## src/rtl/valley_mode_sel.sv

```systemverilog
`timescale 1ns/1ps
module valley_mode_sel #(
  parameter int FB_W        = 12,
  parameter int BLANK_CYC   = 12,
  parameter int TMO_RUN_CYC = 24,
  parameter int TMO_SS_CYC  = 160,
  parameter int FALL_1_2    = 1400,
  parameter int FALL_2_3    = 1200,
  parameter int FALL_3_4    = 900,
  parameter int FALL_4_V    = 800,
  parameter int RISE_V_4    = 1400,
  parameter int RISE_4_3    = 1600,
  parameter int RISE_3_2    = 1800,
  parameter int RISE_2_1    = 2000
) (
  input  logic            clk,
  input  logic            rst_n,
  input  logic [FB_W-1:0] fb_mv,
  input  logic            valley_in,
  input  logic            drv_on,
  input  logic            ss_done,
  input  logic            vco_period_end,
  output logic            turn_on_req,
  output logic [2:0]      mode
);
  localparam int TMAX = (TMO_SS_CYC > TMO_RUN_CYC) ? TMO_SS_CYC : TMO_RUN_CYC;
  localparam int TW   = $clog2(TMAX + 1);
  localparam int BW   = $clog2(BLANK_CYC + 1);
  localparam logic [2:0] M_VCO = 3'd0;

  logic [2:0]    mode_q, mode_d, vcnt_q;
  logic [BW-1:0] blank_q;
  logic [TW-1:0] tmo_q;
  logic          valley_q, fired_q, req_q;

  wire blanking  = blank_q != '0;
  wire armed     = !drv_on && !blanking && !fired_q;
  wire counting  = armed && mode_q != M_VCO;
  wire valley_fall = valley_q && !valley_in;
  wire [TW-1:0] tmo_lim = ss_done ? TW'(TMO_RUN_CYC) : TW'(TMO_SS_CYC);
  wire [TW-1:0] tmo_nx  = tmo_q + TW'(1);
  wire tmo_hit   = counting && tmo_nx >= tmo_lim;
  wire step      = counting && (valley_fall || tmo_hit);
  wire [2:0] vcnt_nx = vcnt_q + 3'd1;
  wire valley_hit = step && vcnt_nx == mode_q;
  wire vco_hit   = !drv_on && !fired_q && mode_q == M_VCO && vco_period_end;
  wire req_d     = valley_hit || vco_hit;
  wire mode_upd  = !drv_on && (blanking || fired_q);

  always_comb begin
    mode_d = mode_q;
    case (mode_q)
      3'd1: if (fb_mv < FB_W'(FALL_1_2)) mode_d = 3'd2;
      3'd2: if (fb_mv < FB_W'(FALL_2_3)) mode_d = 3'd3;
            else if (fb_mv >= FB_W'(RISE_2_1)) mode_d = 3'd1;
      3'd3: if (fb_mv < FB_W'(FALL_3_4)) mode_d = 3'd4;
            else if (fb_mv >= FB_W'(RISE_3_2)) mode_d = 3'd2;
      3'd4: if (fb_mv < FB_W'(FALL_4_V)) mode_d = M_VCO;
            else if (fb_mv >= FB_W'(RISE_4_3)) mode_d = 3'd3;
      M_VCO: if (fb_mv >= FB_W'(RISE_V_4)) mode_d = 3'd4;
      default: mode_d = 3'd1;
    endcase
  end

  always_ff @(posedge clk or negedge rst_n) begin
    if (!rst_n) begin
      mode_q   <= 3'd1;
      vcnt_q   <= 3'd0;
      blank_q  <= '0;
      tmo_q    <= '0;
      valley_q <= 1'b0;
      fired_q  <= 1'b0;
      req_q    <= 1'b0;
    end else begin
      valley_q <= valley_in;
      if (drv_on) blank_q <= BW'(BLANK_CYC);
      else if (blanking) blank_q <= blank_q - BW'(1);
      tmo_q    <= (!counting || step) ? '0 : tmo_nx;
      if (drv_on) vcnt_q <= 3'd0;
      else if (step) vcnt_q <= vcnt_nx;
      fired_q  <= drv_on ? 1'b0 : (fired_q || req_d);
      req_q    <= req_d;
      if (mode_upd) mode_q <= mode_d;
    end
  end

  assign turn_on_req = req_q;
  assign mode        = mode_q;
endmodule

```

## config.mk

```make
export PLATFORM = sky130hd
export DESIGN_NAME = valley_mode_sel
export DESIGN_NICKNAME = d
export VERILOG_FILES = /design/src/rtl/valley_mode_sel.sv
export SDC_FILE = /design/constraint.sdc
export NUM_CORES = 1
export LEC_CHECK = 0
export ABC_AREA = 1
export ABC_CLOCK_PERIOD_IN_PS = 2100
export BUFFER_PORTS_ARGS = -buffer_cell sky130_fd_sc_hd__buf_2
export CORE_MARGIN = 4
export CORE_UTILIZATION = 50
export CTS_CLUSTER_SIZE = 24
export DETAILED_ROUTE_END_ITERATION = 7
export PLACE_DENSITY = 0.76
export REMOVE_ABC_BUFFERS = 1
export SLEW_MARGIN = 40
export SYNTH_ARGS = -nofsm -noshare
export SYNTH_HDL_FRONTEND = slang
export SYNTH_SLANG_ARGS = --single-unit
```

## constraint.sdc

```tcl
create_clock -name clk -period 2.1 [get_ports clk]
set_input_delay 0.42 -clock clk [delete_from_list [all_inputs] [get_ports clk]]
set_output_delay 0.42 -clock clk [all_outputs]
set_load 0.005 [all_outputs]
```

### Word level (Yosys, flattened, before mapping)

Cells that the tools add are included.
Widths: inputs -> output; s select.

| cells by class | value |
|---|---|
| eq/ne operators | 10 |
| add/sub/neg operators | 3 |
| reduce and logical (&&, ||, !) cells | 27 |
| magnitude comparators | 9 |
| muxes and demuxes | 16 |

Operator list:

| operator | number |
|---|---|
| $ge 12x11->1 const B | 4 |
| $mux 3 | 10 |
| $lt 12x10->1 const B | 2 |
| $lt 12x11->1 const B | 2 |
| $mux 8 | 2 |
| $pmux 3 s5 | 1 |
| $logic_and 1x1->1 | 11 |
| $ne 3x3->1 const B | 3 |
| $add 8x1->8 const B | 1 |
| $ge 8x8->1 | 1 |
| $mux 4 | 2 |
| $eq 3x2->1 const B | 2 |
| $reduce_and 6->1 | 1 |
| $logic_not 1->1 | 5 |
| $logic_or 1x1->1 | 5 |
| $reduce_bool 2->1 | 2 |
| $reduce_bool 4->1 | 1 |
| $sub 4x1->4 const B | 1 |
| $add 3x1->3 const B | 1 |
| $eq 3x1->1 const B | 1 |
| $eq 3x3->1 | 1 |
| $eq 3x3->1 const B | 1 |
| $logic_not 3->1 | 1 |
| $reduce_bool 3->1 | 1 |
| other kinds (3) | 3 |

| word-level totals | value |
|---|---|
| output and inout port bits | 4 |
| word-level logic and storage cells | 72 |
| register bits after elaboration | 21 |
| input bits | 18 |

### Longest topological paths before layout

| depth | value |
|---|---|
| depth after elaboration | 12 |
| mapped depth | 16 |
| depth with buffers taken out | 16 |

### Least setup slack after synthesis

OpenSTA, ideal clock, no wires.

| path | value |
|---|---|
| path type | register to register |
| start point | register tmo_q[2] |
| end point | register vcnt_q[2] |
| cell stages (with the launch flop) | 16 |
| slack | 0.081 ns |
| buffers on the path | 0 |
| data required time | 1.975 ns |
| setup time | 0.125 ns |
| arrival time | 1.895 ns |
| period minus slack after synthesis | 2.019 ns |
| cell sequence | dfrtp_1 > nand3_1 > nor2_1 > nand3_1 > xor2_1 > inv_1 > ha_1 > nand3_1 > a21oi_1 > nand3_1 > nand3_1 > nand2_2 > nand2_2 > nand2_1 > nand3_1 > o21ai_1 |

| between the ends | value |
|---|---|
| word-level cells in the longest chain between the ends | 6 |

Ends and longest elaborated chain:

| item | line | source |
|---|---|---|
| start, declared | 33 | `logic [TW-1:0] tmo_q;` |
| start signal, assigned | 78 | `tmo_q <= (!counting \|\| step) ? '0 : tmo_nx;` |
| $add 8x1->8 | 41 | `wire [TW-1:0] tmo_nx = tmo_q + TW'(1);` |
| $ge 8x8->1 | 42 | `wire tmo_hit = counting && tmo_nx >= tmo_lim;` |
| $logic_and 1x1->1 | 42 |  |
| $logic_or 1x1->1 | 43 | `wire step = counting && (valley_fall \|\| tmo_hit);` |
| $logic_and 1x1->1 | 43 |  |
| $reduce_bool 2->1 (no line) | n/a |  |
| end signal, assigned | 80 | `else if (step) vcnt_q <= vcnt_nx;` |
| end, declared | 31 | `logic [2:0] mode_q, mode_d, vcnt_q;` |

No other way between the ends.
A chain may end at the register's enable or synchronous reset.

### Final worst setup path

| path | value |
|---|---|
| start point | register tmo_q[0] |
| end point | register vcnt_q[1] |

Same word-level chain as after synthesis.

==> metrics.txt <==
Worst Tran Pin Value approximately 0.50 ns; Routed WL just over 3000 µm; min Tclk post-route roughly 2.1 ns; sequential area share after synthesis 0.379; switching power 435 µW; Max Clk Rate 474 MHz; largest family of logic cells by synthesized area simple AND/OR/NAND/NOR gates; fin worst setup slack -0.0111 ns; leakage power 0.000880 µW; clock tree root buffer cell clkbuf_4; Site Rows 18; Clock Power Share 0.174; Yosys cell types 27; core box area between 2000 and 3000 µm²; HPWL after detailed placement between 2000 and 2500 µm; Clock Sinks 21; Worst Hold Class in2async; failing checks setup timing; internal power a little under 700 µW; type of the worst setup path reg2reg; area of the mapped netlist ~1400 µm²; drt pass-1 iters 4; Die Area about 3700 µm²; Max Fanout on Critical Path 4; CTS Buf Count 3; clock skew 0.00685 ns; switch share 0.387; Compound-Gate Fraction of Synth Area 0.117; register share of total power 0.463; Synth Instances between 150 and 200; Clock Latency Late Sink 0.31 ns; share of cells above drive strength 1 0.344; gr ovfl total 0; drt wl/cell roughly 12 µm; DR vias/cell between 5 and 6; Required @ worst endpoint 2.32 ns; Pwr Total around 1100 µW; mux share of post-synthesis cell area 0; final worst-path cycle share 1.01; vias 1,321; drt drc 0; post-layout util 0.699; die height 60.7 µm; Routability Congestion ~0.83; top cells by area, synth dfrtp_1 36%, nand2_1 7.3%, ha_1 7.2%; CTS tree built; largest net degree at the start of global routing 22; IO Count 22; Final Max Slew Viols 0; Max Cap Viol 0; initial antenna violation count 0; worst ir drop on vdd 0.000683 V; clock buffer depth 2; Yosys top cell by area dfrtp_1; antenna cells 0; Synth top area share 0.360; Final ANT Viol Nets 0; Hold Vio Cnt, Final 0; port bufs 19; Post-Synthesis Mean Instance Area between 7 and 8 µm²; clock-pin slew on the worst setup and hold paths roughly 0.12 ns; run status complete, but fails checks; YS warnings 0; simple-gate share of the synthesized area 0.302; Post-Place Setup Slack -0.158 ns; H-tree depth 1; Synth Register Bits 21; Pwr Density 627 nW/µm²; relative slew slack 0.665; Post-layout nets about 250; CP Data Arrival Time around 2.3 ns; RSZ-0062 raised after global routing yes; final setup violation count 4; critical path launch point type register; Initial Utilization 0.541; Gate power share 0.362; number of global-route vias before repair 1,273; gr usage total 0.190; first-pass GRT wire length between 5000 and 6000 µm; Horiz. Die Dim 60.7 µm; number of DRC markers in iteration 0 42; Adder-Cell Fraction of Synth Area 0.0720; post-synthesis xor/xnor area fraction 0.0567; Worst setup EP type register; area grow syn2layout 29.2%
## sequential cells by signal, indices dropped and copies added, names as in the netlist
register,cells
tmo_q,8
blank_q,4
mode,3
vcnt_q,3
fired_q,1
turn_on_req,1
valley_q,1
## cells in the final DEF (no fill, tap or decap), types with 5 or more instances in the layout
master   count
nand2_1     23
inv_1       22
dfrtp_1     20
buf_2       19
nor2_1      18
o21ai_0     14
nand3_1     13
buf_4       13
nand3_2      7
a21oi_1      7
nor2_2       5
nor3_1       5
ha_1         5
## logic make-up after synthesis
group                    Yosys count
AND/OR/NAND/NOR                   88
adder cells (fa/ha/maj)            8
buffers and inverters             27
XOR/XNOR                           9
AO/OA/AOI/OAI                     29
flip-flops                        21
## layer usage
layer / GRT usage / wire length, µm / share of wire / vias up
met1: 0.226 / 1300 / 0.42 / 622
li1: - / - / - / 674
met4: 0.0557 / 51 / 0.017 / 0
met3: 0.0340 / 94 / 0.031 / 4
met2: 0.347 / 1630 / 0.53 / 21
met5: 0 / 0 / 0 / -
## Yosys cell counts
master	instances
a211oi_1	1
clkinv_1	1
nor3b_2	1
nor4_1	1
nand4_1	4
nor2_2	2
dfstp_2	1
xor2_1	6
xnor2_1	3
nand2_2	2
ha_1	8
dfrtp_1	20
a21boi_2	1
a21oi_1	10
o21ai_1	1
o21ai_0	14
o21bai_2	1
inv_2	1
or2_1	1
nor3_4	1
inv_1	25
nand2_1	27
nand3_2	2
nor2_1	22
nor3_1	5
nand3_1	20
o211ai_1	1
## stage by stage
step | std cells | hold WS, ns | TNS, ns | cell area (µm²)
finish | 248 | 0.0352 | -0.0334 | 1800
global route | 248 | 0.0624 | -1.40 | 1800
CTS | 246 | 0.0462 | -0.193 | 1700
detailed placement | 238 | 0.398 | -0.986 | 1580
global placement | 238 | 0.390 | -0.219 | 1580
floorplan | 182 | 0.124 | 0 | 1390
## final timing paths
path | from | to | slack (ns) | cells past startpoint
max in group asynchronous | rst_n | mode[0]$_DFFE_PN1P_ | 1.73 | 1
min reg2reg | vcnt_q[2]$_DFFE_PN0P_ | vcnt_q[2]$_DFFE_PN0P_ | 0.56 | 2
max reg2reg | tmo_q[0]$_DFF_PN0_ | vcnt_q[1]$_DFFE_PN0P_ | -0.01 | 14
max | tmo_q[0]$_DFF_PN0_ | vcnt_q[1]$_DFFE_PN0P_ | -0.01 | 14
min | rst_n | mode[1]$_DFFE_PN0P_ | 0.04 | 1
min in group clk | valley_in | valley_q$_DFF_PN0_ | 0.23 | 1
## cell type report
type	count	area (µm²)
Multi-Input combinational cell	134	910
Fill cell	217	772
Sequential cell	21	527
Timing Repair Buffer	32	193
Inverter	27	101
Tap cell	30	37.5
Clock buffer	3	22.5
Clock inverter	1	5.00
## power by group through the flow
stage | registers, µW | logic (µW) | clock network (µW)
6_report | 522 | 408 | 196
5_1_grt | 529 | 478 | 219
4_1_cts | 520 | 397 | 204
3_5_place_dp | 526 | 385 | 0
3_3_place_gp | 525 | 369 | 0
2_1_floorplan | 521 | 267 | 0
## critical path, stage by stage, from the launching register on
cell and delay (ns):
dfrtp_1 0.40, nand3_2 0.12, buf_4 0.15, buf_4 0.12, xor2_1 0.16, ha_1 0.28
nand3_1 0.07, a21oi_2 0.13, nand3_1 0.09, nand3_2 0.09, nand2_4 0.07, nand2_4 0.12
nand2_4 0.08, nand3_1 0.09, nand2_1 0.05
## repair_timing
action / 4_1_cts / 5_1_grt
hold buffers: 0 / 0
pin swaps: 10 / 9
setup endpoints to repair: 13 / 13
resized for setup: 12 / 21
buffers inserted: 4 / 2
(Power assumes the default switching activity.)
